===== config.mk =====
export PLATFORM = sky130hd
export DESIGN_NAME = key_repeat_gen
export DESIGN_NICKNAME = d
export VERILOG_FILES = /design/src/rtl/key_repeat_pkg.sv /design/src/rtl/kr_rst_sync.sv /design/src/rtl/kr_period.sv /design/src/rtl/kr_timer.sv /design/src/rtl/key_repeat_gen.sv
export SDC_FILE = /design/constraint.sdc
export NUM_CORES = 1
export LEC_CHECK = 0
export CORE_ASPECT_RATIO = 0.9
export CORE_UTILIZATION = 40
export DETAILED_ROUTE_END_ITERATION = 10
export DONT_BUFFER_PORTS = 1
export HOLD_SLACK_MARGIN = 0.12
export PLACE_DENSITY_LB_ADDON = 0.12
export SLEW_MARGIN = 20
export SYNTH_ARGS = -nofsm -noshare
export SYNTH_HDL_FRONTEND = slang
export SYNTH_HIERARCHICAL = 1
export SYNTH_SLANG_ARGS = --single-unit

===== constraint.sdc =====
create_clock -name clk -period 0.8 [get_ports clk]
set_clock_uncertainty 0.05 [all_clocks]
set_input_delay 0.04 -clock clk [delete_from_list [all_inputs] [get_ports clk]]
set_output_delay 0.04 -clock clk [all_outputs]
set_load 0.03 [all_outputs]

===== src/rtl/key_repeat_pkg.sv =====
package key_repeat_pkg;
  localparam int unsigned KR_CODE_W  = 8;
  localparam logic [KR_CODE_W-1:0] KR_REPEAT_CODE = 8'hFF;
  localparam int unsigned KR_RATE_W  = 4;
  localparam int unsigned KR_MS_UNIT = 40;
endpackage


===== src/rtl/kr_rst_sync.sv =====
module kr_rst_sync #(
  parameter int unsigned STAGES = 2
) (
  input  logic clk,
  input  logic arst_n,
  output logic srst_n
);
  logic [STAGES-1:0] sync_q;

  always_ff @(posedge clk or negedge arst_n) begin
    if (!arst_n) sync_q <= '0;
    else         sync_q <= {sync_q[STAGES-2:0], 1'b1};
  end

  assign srst_n = sync_q[STAGES-1];
endmodule


===== src/rtl/kr_period.sv =====
module kr_period #(
  parameter int unsigned RATE_W  = 4,
  parameter int unsigned MS_UNIT = 40,
  parameter int unsigned CNT_W   = 10
) (
  input  logic [RATE_W-1:0] rate,
  output logic [CNT_W-1:0]  period_m1
);
  // Last count value of a period: (rate + 1) * MS_UNIT - 1
  always_comb begin
    period_m1 = CNT_W'((32'(rate) + 32'd1) * 32'(MS_UNIT) - 32'd1);
  end
endmodule


===== src/rtl/kr_timer.sv =====
module kr_timer #(
  parameter int unsigned CNT_W = 10
) (
  input  logic             clk,
  input  logic             rst_n,
  input  logic             run,
  input  logic             restart,
  input  logic             tick,
  input  logic [CNT_W-1:0] period_m1,
  output logic             due
);
  logic [CNT_W-1:0] cnt_q, cnt_d;
  logic             last;

  assign last = (cnt_q >= period_m1);

  always_comb begin
    cnt_d = cnt_q;
    if (!run || restart) begin
      cnt_d = '0;
    end else if (tick) begin
      if (last) cnt_d = '0;
      else      cnt_d = cnt_q + 1'b1;
    end
  end

  always_ff @(posedge clk or negedge rst_n) begin
    if (!rst_n) cnt_q <= '0;
    else        cnt_q <= cnt_d;
  end

  assign due = run && !restart && tick && last;
endmodule


===== src/rtl/key_repeat_gen.sv =====
module key_repeat_gen
  import key_repeat_pkg::*;
#(
  parameter int unsigned RATE_W  = KR_RATE_W,
  parameter int unsigned MS_UNIT = KR_MS_UNIT,
  parameter int unsigned CODE_W  = KR_CODE_W,
  parameter logic [CODE_W-1:0] REPEAT_CODE = KR_REPEAT_CODE
) (
  input  logic              clk,
  input  logic              rst_n,
  input  logic              ms_tick,
  input  logic [RATE_W:0]   ar_ctrl,
  input  logic              key_press,
  input  logic              key_release,
  input  logic              any_held,
  input  logic              fifo_full,
  output logic              rep_push,
  output logic [CODE_W-1:0] rep_code
);
  localparam int unsigned MAX_PERIOD = MS_UNIT << RATE_W;
  localparam int unsigned CNT_W      = $clog2(MAX_PERIOD);

  logic             srst_n;
  logic             enable, run, restart, due;
  logic [CNT_W-1:0] period_m1;
  logic             push_q, push_d;

  kr_rst_sync #(.STAGES(2)) u_rst (
    .clk    (clk),
    .arst_n (rst_n),
    .srst_n (srst_n)
  );

  kr_period #(.RATE_W(RATE_W), .MS_UNIT(MS_UNIT), .CNT_W(CNT_W)) u_period (
    .rate      (ar_ctrl[RATE_W:1]),
    .period_m1 (period_m1)
  );

  assign enable  = ar_ctrl[0];
  assign run     = enable && any_held;
  assign restart = key_press || key_release;

  kr_timer #(.CNT_W(CNT_W)) u_timer (
    .clk       (clk),
    .rst_n     (srst_n),
    .run       (run),
    .restart   (restart),
    .tick      (ms_tick),
    .period_m1 (period_m1),
    .due       (due)
  );

  // A due repeat is dropped when the FIFO is full
  always_comb begin
    push_d = due && !fifo_full;
  end

  always_ff @(posedge clk or negedge srst_n) begin
    if (!srst_n) push_q <= 1'b0;
    else         push_q <= push_d;
  end

  assign rep_push = push_q;
  assign rep_code = push_q ? REPEAT_CODE : '0;
endmodule


# Yosys cells after proc, flatten, opt, wreduce, memory -nomap -nowiden
# Index checks and enable logic that the tools add are counted.
# W data, S select, Z words.
dict set report word_totals {
  reg_bits 13
  latchBits 0
  ramBits 0
  romBits 0
  inputBits 12
  output_inout_bits 9
  elab_cells 23
  mem_count 0
}
dict set report classes {
  add_sub_neg 3
  n_mul 1
  div_mod_pow 0
  order_cmp 1
  n_eq_ne 0
  shift 0
  n_mux 4
  n_bitwise 0
  reduce_logical 11
}
# cell n
set op_table {}
lappend op_table {{$mul A32 B3 Y7 const B} 1}
lappend op_table {{$mux W10} 3}
lappend op_table {{$add A10 B1 Y10 const B} 1}
lappend op_table {{$ge A10 B10 Y1} 1}
lappend op_table {{$sub A10 B1 Y10 const B} 1}
lappend op_table {{$mux W8} 1}
lappend op_table {{$add A4 B1 Y5 const B} 1}
lappend op_table {{$logic_and A1 B1 Y1} 5}
lappend op_table {{$logic_not A1 Y1} 3}
lappend op_table {{$logic_or A1 B1 Y1} 2}
lappend op_table {{$reduce_bool A2 Y1} 1}

# Logic depth before layout (Yosys ltp)
# Gate-level depths: netlist (run 1).
dict set report logic_depth {
  ltp_word 7
  mapped_depth 19
  mapped_depth_nobuf 18
}

# Cells and area by module
# The synthesis (run 1) kept the hierarchy.
# mod n_inst cells_per_inst area_each_um2 seq_area_each_um2
set by_module_without_submodules {}
lappend by_module_without_submodules {kr_timer 1 90 870.8 250.2}
lappend by_module_without_submodules {kr_period 1 40 336.6 0.0}
lappend by_module_without_submodules {key_repeat_gen 1 12 103.8 25.0}
lappend by_module_without_submodules {kr_rst_sync 1 3 53.8 50.0}

# Worst setup path after synthesis (run 1)
# No wires, ideal clock.
dict set report synth_timing {
  kind {input to register}
  from {in ar_ctrl[1]}
  to {reg u_timer.cnt_q[2]}
  setup_time_ns 0.120
  t_arrival_ns 4.051
  required_time_ns 0.630
  setup_slack_ns -3.421
  cell_stages 16
  n_path_buf 1
  cell_sequence {ha_1 > and3_2 > ha_1 > fa_1 > or4b_4 > or4_1 > a21bo_1 > o211ai_2 > xor2_1 > inv_1 > ha_1 > nand4_1 > o31ai_2 > buf_6 > nor4b_1 > o22a_2}
}
dict set report synth_between {
  elab_chain_cells 7
}
# item line_no
set synth_lines {}
lappend synth_lines {{from (decl)} key_repeat_gen.sv:12} ;# input logic [RATE_W:0] ar_ctrl,
lappend synth_lines {{$add A4 B1 Y5} kr_period.sv:11} ;# period_m1 = CNT_W'((32'(rate) + 32'd1) * 32'(MS_UNIT) - 32'd1);
lappend synth_lines {{$mul A32 B3 Y7} kr_period.sv:11}
lappend synth_lines {{$sub A10 B1 Y10} kr_period.sv:11}
lappend synth_lines {{named net period_m1[9]} key_repeat_gen.sv:25} ;# logic [CNT_W-1:0] period_m1;
lappend synth_lines {{$ge A10 B10 Y1} kr_timer.sv:15} ;# assign last = (cnt_q >= period_m1);
lappend synth_lines {{$mux W10} kr_timer.sv:22} ;# if (last) cnt_d = '0;
lappend synth_lines {{$mux W10} kr_timer.sv:21} ;# end else if (tick) begin
lappend synth_lines {{$mux W10} kr_timer.sv:19} ;# if (!run || restart) begin
lappend synth_lines {{to (signal assigned)} kr_timer.sv:29} ;# else cnt_q <= cnt_d;
lappend synth_lines {{to (decl)} kr_timer.sv:12} ;# logic [CNT_W-1:0] cnt_q, cnt_d;
# The timed path passes the listed nets, and every way through them passes these cells. The select of a mux whose other input is x is not followed.
# A chain may end at the register's enable or synchronous reset.

# Worst setup path after layout (run 1)
dict set report layout_timing {
  from {in ar_ctrl[2]}
  to {reg u_timer.cnt_q[0]}
}
# Same word-level chain as after synthesis.

==> results.json, run 1 <==
{
  "hold_ws_ps": 113,
  "dieArea_um2": 3650,
  "cp.required_ps": 880,
  "p_leak_nw": 0.883,
  "synth_cell_types": 47,
  "cp-end-kind": "flop",
  "yosysWarnings": 6,
  "antenna_left": 0,
  "h-tree-depth": 1,
  "drive_gt1_share_pct": 40.6,
  "max_freq_mhz": 268,
  "dieHeight_um": 57.4,
  "grt_pass1_vias": 1107,
  "worstSkewPairLatency_ps": 250,
  "vias": 1118,
  "synth.cell_area_um2": 1370,
  "drv_slew": 0,
  "pre_cts_ws_ps": -3250,
  "synth_common_cells": "18 x ha_1, 13 x dfrtp_1, 12 x buf_4, 12 x inv_1",
  "nets": 212,
  "ioPinCount": 21,
  "grt_overflow": 0,
  "fin_cells": 222,
  "wl_mm": 2.83,
  "drt_iter0_markers": 11,
  "synthTopCellsByArea": "dfrtp_1 24%, ha_1 16%, buf_4 6.6%",
  "coreArea_um2": 3160,
  "antenna_cells": 0,
  "r2r_setup_slack_ps": -1130,
  "cts.path.max_buffers": 2,
  "synth_area_leader_cell": "dfrtp_1",
  "synth_top_area_share_pct": 23.8,
  "clk_pin_slew_worst_paths_ps": 60,
  "max-cap-violations": 0,
  "crit_fanout": 5,
  "gp_congestion": 0.765,
  "rsz0062_at_grt": "yes",
  "cp.arrival_ps": 3810,
  "async_reset_ff_share_pct": 100,
  "violations": "setup timing",
  "wire_per_inst_um": 12.7,
  "hold_violations": 0,
  "port_buffers": 0,
  "numCtsBuffers": 3,
  "fp.dieW_um": 63.6,
  "synth-seq-cells": 13,
  "first_pass_iters": 4,
  "cts_tree": "yes",
  "fin_crit_sh_pct": 467,
  "crit_type": "in2reg",
  "synth_cells": 145,
  "initial_utilization_pct": 43.2,
  "grt_max_degree": 13,
  "vias_per_cell": 5.04,
  "area_growth_pct": 38.8,
  "status": "finished, violations left",
  "synth.yosys.seq_area_share_pct": 23.8,
  "antenna_found_initial": 0,
  "grt_pass1_wl_mm": 5.15,
  "irDropWorstVdd_mv": 0.667,
  "drcViolationCount": 0,
  "core.rowCount": 19,
  "synthFlopType": "dfrtp_1",
  "setup_ws_ps": -2930,
  "hp-class": "reg2async",
  "synth_area_per_cell_um2": 9.41,
  "min_period_ps": 3730,
  "fillers": 261,
  "dp_cells": 213,
  "setup_viol": 20,
  "synth.most_common_cell": "ha_1",
  "synth-edff-count": 0,
  "power.density_nw_per_um2": 1050,
  "startpoint_type": "input pin",
  "grt_use_total_pct": 18.4,
  "cts_sinks": 13,
  "place_hpwl_mm": 2.34,
  "cts_root_buf": "clkbuf_8"
}
final cells by class:
| class | instances | area, µm² | area share [%] |
|---|---|---|---|
| multi-input cells | 107 | 1030 | 54.6 |
| repair buffers | 44 | 392 | 20.7 |
| flip-flops and latches | 13 | 327 | 17.2 |
| well taps | 42 | 52.6 | 2.77 |
| clock buffers | 4 | 45.0 | 2.38 |
| inverters | 12 | 45.0 | 2.38 |
power breakdown:
| group | switching, W | leakage [nW] | total [W] | internal, W |
|---|---|---|---|---|
| sequential | 0.00000244 | 0.175 | 0.000667 | 0.000665 |
| clock | 0.000245 | 0.0228 | 0.000597 | 0.000352 |
| combinational | 0.000327 | 0.685 | 0.000726 | 0.000399 |
worst paths after layout:
path,start,end,cells past startpoint
max,ar_ctrl[2],u_timer/cnt_q[0],17
min,u_rst/sync_q[1],u_timer/cnt_q[3],1
max reg2reg,u_timer/cnt_q[7],u_timer/cnt_q[8],7
min reg2reg,u_rst/sync_q[1],u_timer/cnt_q[3],1
max in group asynchronous,rst_n,u_rst/sync_q[0],2
min in group clk,ms_tick,u_timer/cnt_q[1],3
layout by cell type, fill, tap and decap left out, drive strengths merged, types with 5 or more instances in the layout:
master and n:
ha 18, nor4b 5, a21oi 5, nand3 7, inv 12, o22a 5
xnor2 7, nor4 5, nand2 7, dfrtp 13, buf 41
critical path: stages:
cell and delay, ps:
nand3_4 80, xnor2_4 190, ha_4 230, ha_4 160, fa_1 480, or4b_4 530
or4_1 400, a21bo_1 180, o211ai_2 70, xor2_1 160, inv_1 90, ha_4 270
nand4_1 170, o31ai_4 280, buf_4 170, nor3_4 50, mux2_2 260
flip-flops by register name, indices dropped and copies added, names as in the netlist:
register	flops
u_rst/sync_q	2
rep_push	1
u_timer/cnt_q	10
logic make-up (layout without fill, tap and decap cells):
kind of cell               count (synthesis)  after routing  synth area share, %
adders and majority gates                 19             19                 18.0
and+or+nand+nor                           48             48                 24.5
buffers and inverters                     27             60                 11.4
DFF                                       13             13                 23.8
AOI/OAI and AO/OA                         24             24                 13.9
muxes                                      1              1                0.825
xor gates and xnor gates                  11             11                 7.06
other                                      2              4                0.550
layer usage:
metal	part of all wire [%]	vias to the layer above	global-route usage [%]
met5	0	-	0
met4	1.7	0	4.22
met3	3.4	6	5.00
met2	45	22	28.0
met1	50	511	26.0
li1	-	579	-
stage by stage:
step	area, µm²	util, %	power (W)	setup TNS [ps]
after floorplan	1490	-	0.00116	-33210
after global placement	1760	55.8	0.00135	-34390
after detailed placement	1760	55.8	0.00137	-35000
after CTS	1870	59.1	0.00200	-33500
after global routing	1890	59.9	0.00212	-35130
final	1890	59.9	0.00199	-33250
what timing repair did:
item                                    4_1_cts  5_1_grt
gates resized for setup                       3        2
endpoints found under the setup margin       20       20
pin swaps                                     0        2
endpoints found under the hold margin         3        0
hold buffers                                  3        0
buffers inserted                              0        2
(Power assumes the default switching activity.)
==> run 2: changes to the inputs <==
- clock period: 0.8 -> 4.6 ns (I/O delays scaled with it)
==> run 2 against run 1 <==
Effect of this change:
- the run now ends clean
- utilization down 14 points
- cell area decreased by 24%
- clock-buffer cell count stayed put
- final cell count decreased by 15%
- worst setup slack improved by 3200 ps
- sequential power shrank 82%
- worst hold slack better by 30 ps
- largest cell class unchanged
==> results.json, run 2 (synthesized netlist as in run 1, its figures left out) <==
{
  "startpoint_type": "input pin",
  "drcViolationCount": 0,
  "max-slew-margin-rel_pct": 51.3,
  "first_pass_iters": 4,
  "grt_util_met3_pct": 4.40,
  "mostFrequentLayoutCell": "ha_1",
  "largest_register": "u_timer/cnt_q",
  "initial_utilization_pct": 43.2,
  "grt_max_degree": 13,
  "dieHeight_um": 57.4,
  "nets": 178,
  "hold_violations": 0,
  "critPathMaxStageDelay_ps": 550,
  "p_comb_share_pct": 28.4,
  "status": "finished, final reports clean",
  "reg2reg_to": "u_timer/cnt_q[0]",
  "power.share.sequential_pct": 38.8,
  "irDropWorstVdd_mv": 0.167,
  "cts_tree": "yes",
  "power.share.clock_pct": 32.8,
  "busiest_layer": "met2",
  "cts_sinks": 13,
  "grt_overflow": 0,
  "crit_end": "u_timer/cnt_q[0]",
  "power.density_nw_per_um2": 211,
  "grt_pass1_vias": 997,
  "hp-class": "reg2async",
  "clk_pin_slew_worst_paths_ps": 50,
  "sw_frac_of_total_pct": 28.4,
  "antenna_left": 0,
  "worst_path_max_delay_cell": "or4b_4",
  "cp.arrival_ps": 4420,
  "worstSkewPairLatency_ps": 240,
  "fp.dieW_um": 63.6,
  "gp_congestion": 0.841,
  "coreArea_um2": 3160,
  "core.rowCount": 19,
  "cp.required_ps": 4670,
  "crit_path_frequent_cell": "ha_1",
  "hold_ws_ps": 143,
  "cp-end-kind": "flop",
  "grt_pass1_wl_mm": 4.50,
  "port_buffers": 0,
  "wl_mm": 2.45,
  "drive_gt1_share_pct": 18.5,
  "max-cap-violations": 0,
  "crit_type": "in2reg",
  "cts_root_buf": "clkbuf_8",
  "r2r_setup_slack_ps": 2570,
  "timing.rr.start": "u_timer/cnt_q[7]",
  "drt_iter0_markers": 26,
  "wire_per_inst_um": 13.0,
  "numCtsBuffers": 3,
  "vias_per_cell": 5.24,
  "grt_use_total_pct": 16.0,
  "internal_power_w": 0.000218,
  "max_freq_mhz": 230,
  "mostFrequentLayoutCells": "18 x ha_1, 12 x inv_1, 12 x dfrtp_1",
  "vias": 986,
  "postCtsHoldBufs": 2,
  "dieArea_um2": 3650,
  "r2r_cells": 7,
  "cts_resized": 0,
  "antenna_cells": 0,
  "place_hpwl_mm": 1.99,
  "setup_viol": 0,
  "cp-startpoint": "ar_ctrl[1]",
  "drv_slew": 0,
  "worst_pin_slew_ps": 729,
  "largest_reg_flops": 10,
  "h-tree-depth": 1,
  "switching_power_w": 0.0000865,
  "antenna_found_initial": 0,
  "p_leak_nw": 0.688,
  "grt.met2_usage_pct": 24.5,
  "crit_fanout": 6,
  "rsz0062_at_grt": "no",
  "cts.path.max_buffers": 2,
  "fin_crit_sh_pct": 94.6,
  "use_met1_pct": 21.7,
  "fin_total_pwr_w": 0.000304,
  "postCtsSetupBuffers": 0,
  "area_growth_pct": 5.59,
  "min_period_ps": 4350,
  "ioPinCount": 21,
  "path_cells": "ha_1, and3_2, ha_1, fa_1, or4b_4, or4_1, a21bo_1, o211ai_2, xor2_1, inv_1, ha_1, nand4_1, o31ai_2, buf_4, nor3_2, mux2_2"
}
## run 2: cell count changes in the layout (fill, tap and decap cells not counted), sizes merged
| cell | before | now |
|---|---|---|
| buf | 41 | 8 |
| dlygate4sd3 | 3 | 2 |
## run 2: how the worst min path moves through the flow
stage	from	endpoint
final	u_rst/sync_q[1]	u_timer/cnt_q[3]
after global routing	rst_n	u_rst/sync_q[1]
after CTS	rst_n	u_rst/sync_q[1]
after detailed placement	rst_n	u_rst/sync_q[1]
after global placement	rst_n	u_rst/sync_q[1]
after floorplan	rst_n	u_rst/sync_q[0]
## run 2: power groups by stage
stage / Clock, W / Sequential (W) / Combinational, W
after floorplan: 0 / 0.000119 / 0.0000700
after global placement: 0 / 0.000120 / 0.0000831
after detailed placement: 0 / 0.000120 / 0.0000853
after CTS: 0.000104 / 0.000118 / 0.0000876
after global routing: 0.000110 / 0.000118 / 0.000102
final: 0.0000998 / 0.000118 / 0.0000866
## run 2: cell type report
type                       instances  area (µm²)
inverter                          12        45.0
fill                             328        1720
tap                               42        52.6
clock buffer                       4        45.0
multi-input combinational        107         892
timing repair buffer              10        80.1
sequential                        13         327
## run 2: worst max-delay path, delay by kind of cell
| kind | cells | cell delay, ps |
|---|---|---|
| and+or+nand+nor | 5 | 1500 |
| adders and majority gates | 4 | 1370 |
| AOI/OAI and AO/OA | 3 | 610 |
| muxes | 1 | 290 |
| buffers and inverters | 2 | 270 |
| xor gates and xnor gates | 1 | 160 |
## run 2: per-layer routing
layer	up-vias	share of wire (%)
met3	2	5.3
li1	509	-
met5	-	0
met1	459	52
met2	16	42
met4	0	0.65
## run 2: through the flow
| stage | std cells | TNS, ps | utilization [%] | instance area [µm²] | worst slack, ps |
|---|---|---|---|---|---|
| detailed placement | 182 | -1.50 | 43.5 | 1380 | -1.50 |
| finish | 188 | 0 | 45.6 | 1440 | 250 |
| CTS | 188 | 0 | 45.6 | 1440 | 236 |
| global placement | 182 | 0 | 43.5 | 1380 | 64.5 |
| floorplan | 147 | 0 | - | 1370 | 189 |
| global route | 188 | 0 | 45.6 | 1440 | 9.39 |
==> run 3: changes to the inputs <==
- CORE_UTILIZATION: 40 -> 50
==> run 3 against run 2 <==
Effect of this change:
- critical endpoint unchanged
- combinational power barely moved
- flip-flop and latch count unchanged
- clock power decreased by 30%
- the flow now finishes with violations (DRC)
- critical path type unchanged
- worst hold slack improved by 4.6 ps
==> results.json, run 3 (synthesized netlist as in run 1, its figures left out) <==
{
  "status": "finished, violations left",
  "violations": "DRC",
  "cts.path.max_buffers": 2,
  "crit_type": "in2reg",
  "largest_register": "u_timer/cnt_q",
  "worst_pin_slew_ps": 740,
  "cts_root_buf": "clkbuf_4",
  "p_leak_nw": 0.670,
  "antenna_cells": 0,
  "cp.required_ps": 4710,
  "rsz0062_at_grt": "no",
  "irDropWorstVdd_mv": 0.118,
  "drt_iter0_markers": 22,
  "place_hpwl_mm": 2.03,
  "crit_fanout": 12,
  "fin_util_pct": 55.5,
  "clk_pin_slew_worst_paths_ps": 80,
  "nets": 176,
  "gp_congestion": 0.859,
  "vias_per_cell": 5.81,
  "max-cap-violations": 0,
  "antenna_left": 0,
  "grt_max_degree": 13,
  "dieArea_um2": 2940,
  "hold_violations": 0,
  "core.rowCount": 17,
  "initial_utilization_pct": 54.4,
  "area_growth_pct": 2.02,
  "drive_gt1_share_pct": 16.7,
  "vias": 999,
  "fin_crit_sh_pct": 95.6,
  "hold_ws_ps": 148,
  "power.density_nw_per_um2": 197,
  "drcViolationCount": 6,
  "first_pass_iters": 7,
  "fillers": 230,
  "cp-end-kind": "flop",
  "cts_tree": "yes",
  "numCtsBuffers": 3,
  "max_freq_mhz": 227,
  "coreArea_um2": 2510,
  "antenna_found_initial": 0,
  "grt_pass1_vias": 990,
  "largest_reg_flops": 10,
  "mostFrequentLayoutCells": "18 x ha_1, 12 x inv_1, 12 x dfrtp_1",
  "max-slew-margin-rel_pct": 51.1,
  "worstSkewPairLatency_ps": 270,
  "ioPinCount": 21,
  "grt_overflow": 0,
  "grt_pass1_wl_mm": 4.37,
  "wire_per_inst_um": 15.0,
  "startpoint_type": "input pin",
  "fp.dieW_um": 57.1,
  "cts_sinks": 13,
  "cp.arrival_ps": 4510,
  "grt_use_total_pct": 19.5,
  "dieHeight_um": 51.6,
  "cts_resized": 0,
  "drv_slew": 0,
  "min_period_ps": 4400,
  "wl_mm": 2.58,
  "h-tree-depth": 1,
  "port_buffers": 0,
  "mostFrequentLayoutCell": "ha_1",
  "setup_viol": 0,
  "hp-class": "reg2async"
}
[run 3: cell count changes in the layout (fill, tap and decap cells not counted)]
| cell | previous run | this run |
|---|---|---|
| clkbuf_8 | 3 | 0 |
| buf_4 | 8 | 5 |
| dlygate4sd3_1 | 2 | 3 |
| clkbuf_4 | 0 | 3 |
[run 3: worst max-delay path, stage by stage]
cell,delay [ps]
ha_1,230
and3_2,250
ha_1,340
fa_1,540
or4b_4,590
or4_1,480
a21bo_1,210
o211ai_2,70
xor2_1,150
inv_1,60
ha_1,290
nand4_1,140
o31ai_2,270
buf_4,250
nor3_2,100
mux2_2,300
[run 3: final timing paths]
path / startpoint / to / slack (ps) / depth (start not counted)
min in group clk: ms_tick / u_timer/cnt_q[8] / 200 / 2
worst min-delay path: u_rst/sync_q[1] / u_timer/cnt_q[2] / 150 / 0
worst min register to register: u_rst/sync_q[1] / u_timer/cnt_q[2] / 150 / 0
worst max-delay path: ar_ctrl[1] / u_timer/cnt_q[0] / 200 / 16
worst max register to register: u_timer/cnt_q[7] / u_timer/cnt_q[0] / 2560 / 7
max in group asynchronous: rst_n / u_rst/sync_q[1] / 3690 / 2
[run 3: area by class of cell]
cell class / count / area, µm² / share of cell area [%]
clock buffer: 4 / 26.3 / 1.89
inverter: 12 / 45.0 / 3.23
multi-input combinational: 107 / 892 / 64.1
sequential: 13 / 327 / 23.5
tap: 28 / 35.0 / 2.52
timing repair buffer: 8 / 67.6 / 4.85
[run 3: timing repair]
action / CTS / global route
endpoints found under the hold margin: 3 / 0
setup buffers: 0 / 0
hold buffers: 3 / 0
[run 3: where the power goes]
group	total (W)	internal [W]	leakage [nW]	switching (W)
sequential	0.000118	0.000115	0.175	0.00000257
clock	0.0000699	0.0000336	0.0150	0.0000363
combinational	0.0000867	0.0000400	0.480	0.0000467
total	0.000274	0.000189	0.670	0.0000855
[run 3: routing by layer]
| layer | routed length (µm) | share of wire [%] | GRT usage [%] |
|---|---|---|---|
| met3 | 71 | 2.8 | 4.73 |
| met5 | 0 | 0 | 0 |
| met2 | 1150 | 45 | 31.4 |
| met1 | 1340 | 52 | 26.4 |
| met4 | 9 | 0.35 | 4.88 |
[run 3: metrics by stage]
step | area (µm²) | power [W] | instances | TNS (ps) | worst slack (ps)
2_1_floorplan | 1370 | 0.000189 | 147 | 0 | 189
3_5_place_dp | 1340 | 0.000204 | 165 | -134 | -72.5
6_report | 1390 | 0.000274 | 172 | 0 | 202
3_3_place_gp | 1340 | 0.000200 | 165 | 0 | 75.8
5_1_grt | 1390 | 0.000297 | 172 | 0 | 33.9
4_1_cts | 1390 | 0.000280 | 172 | 0 | 205
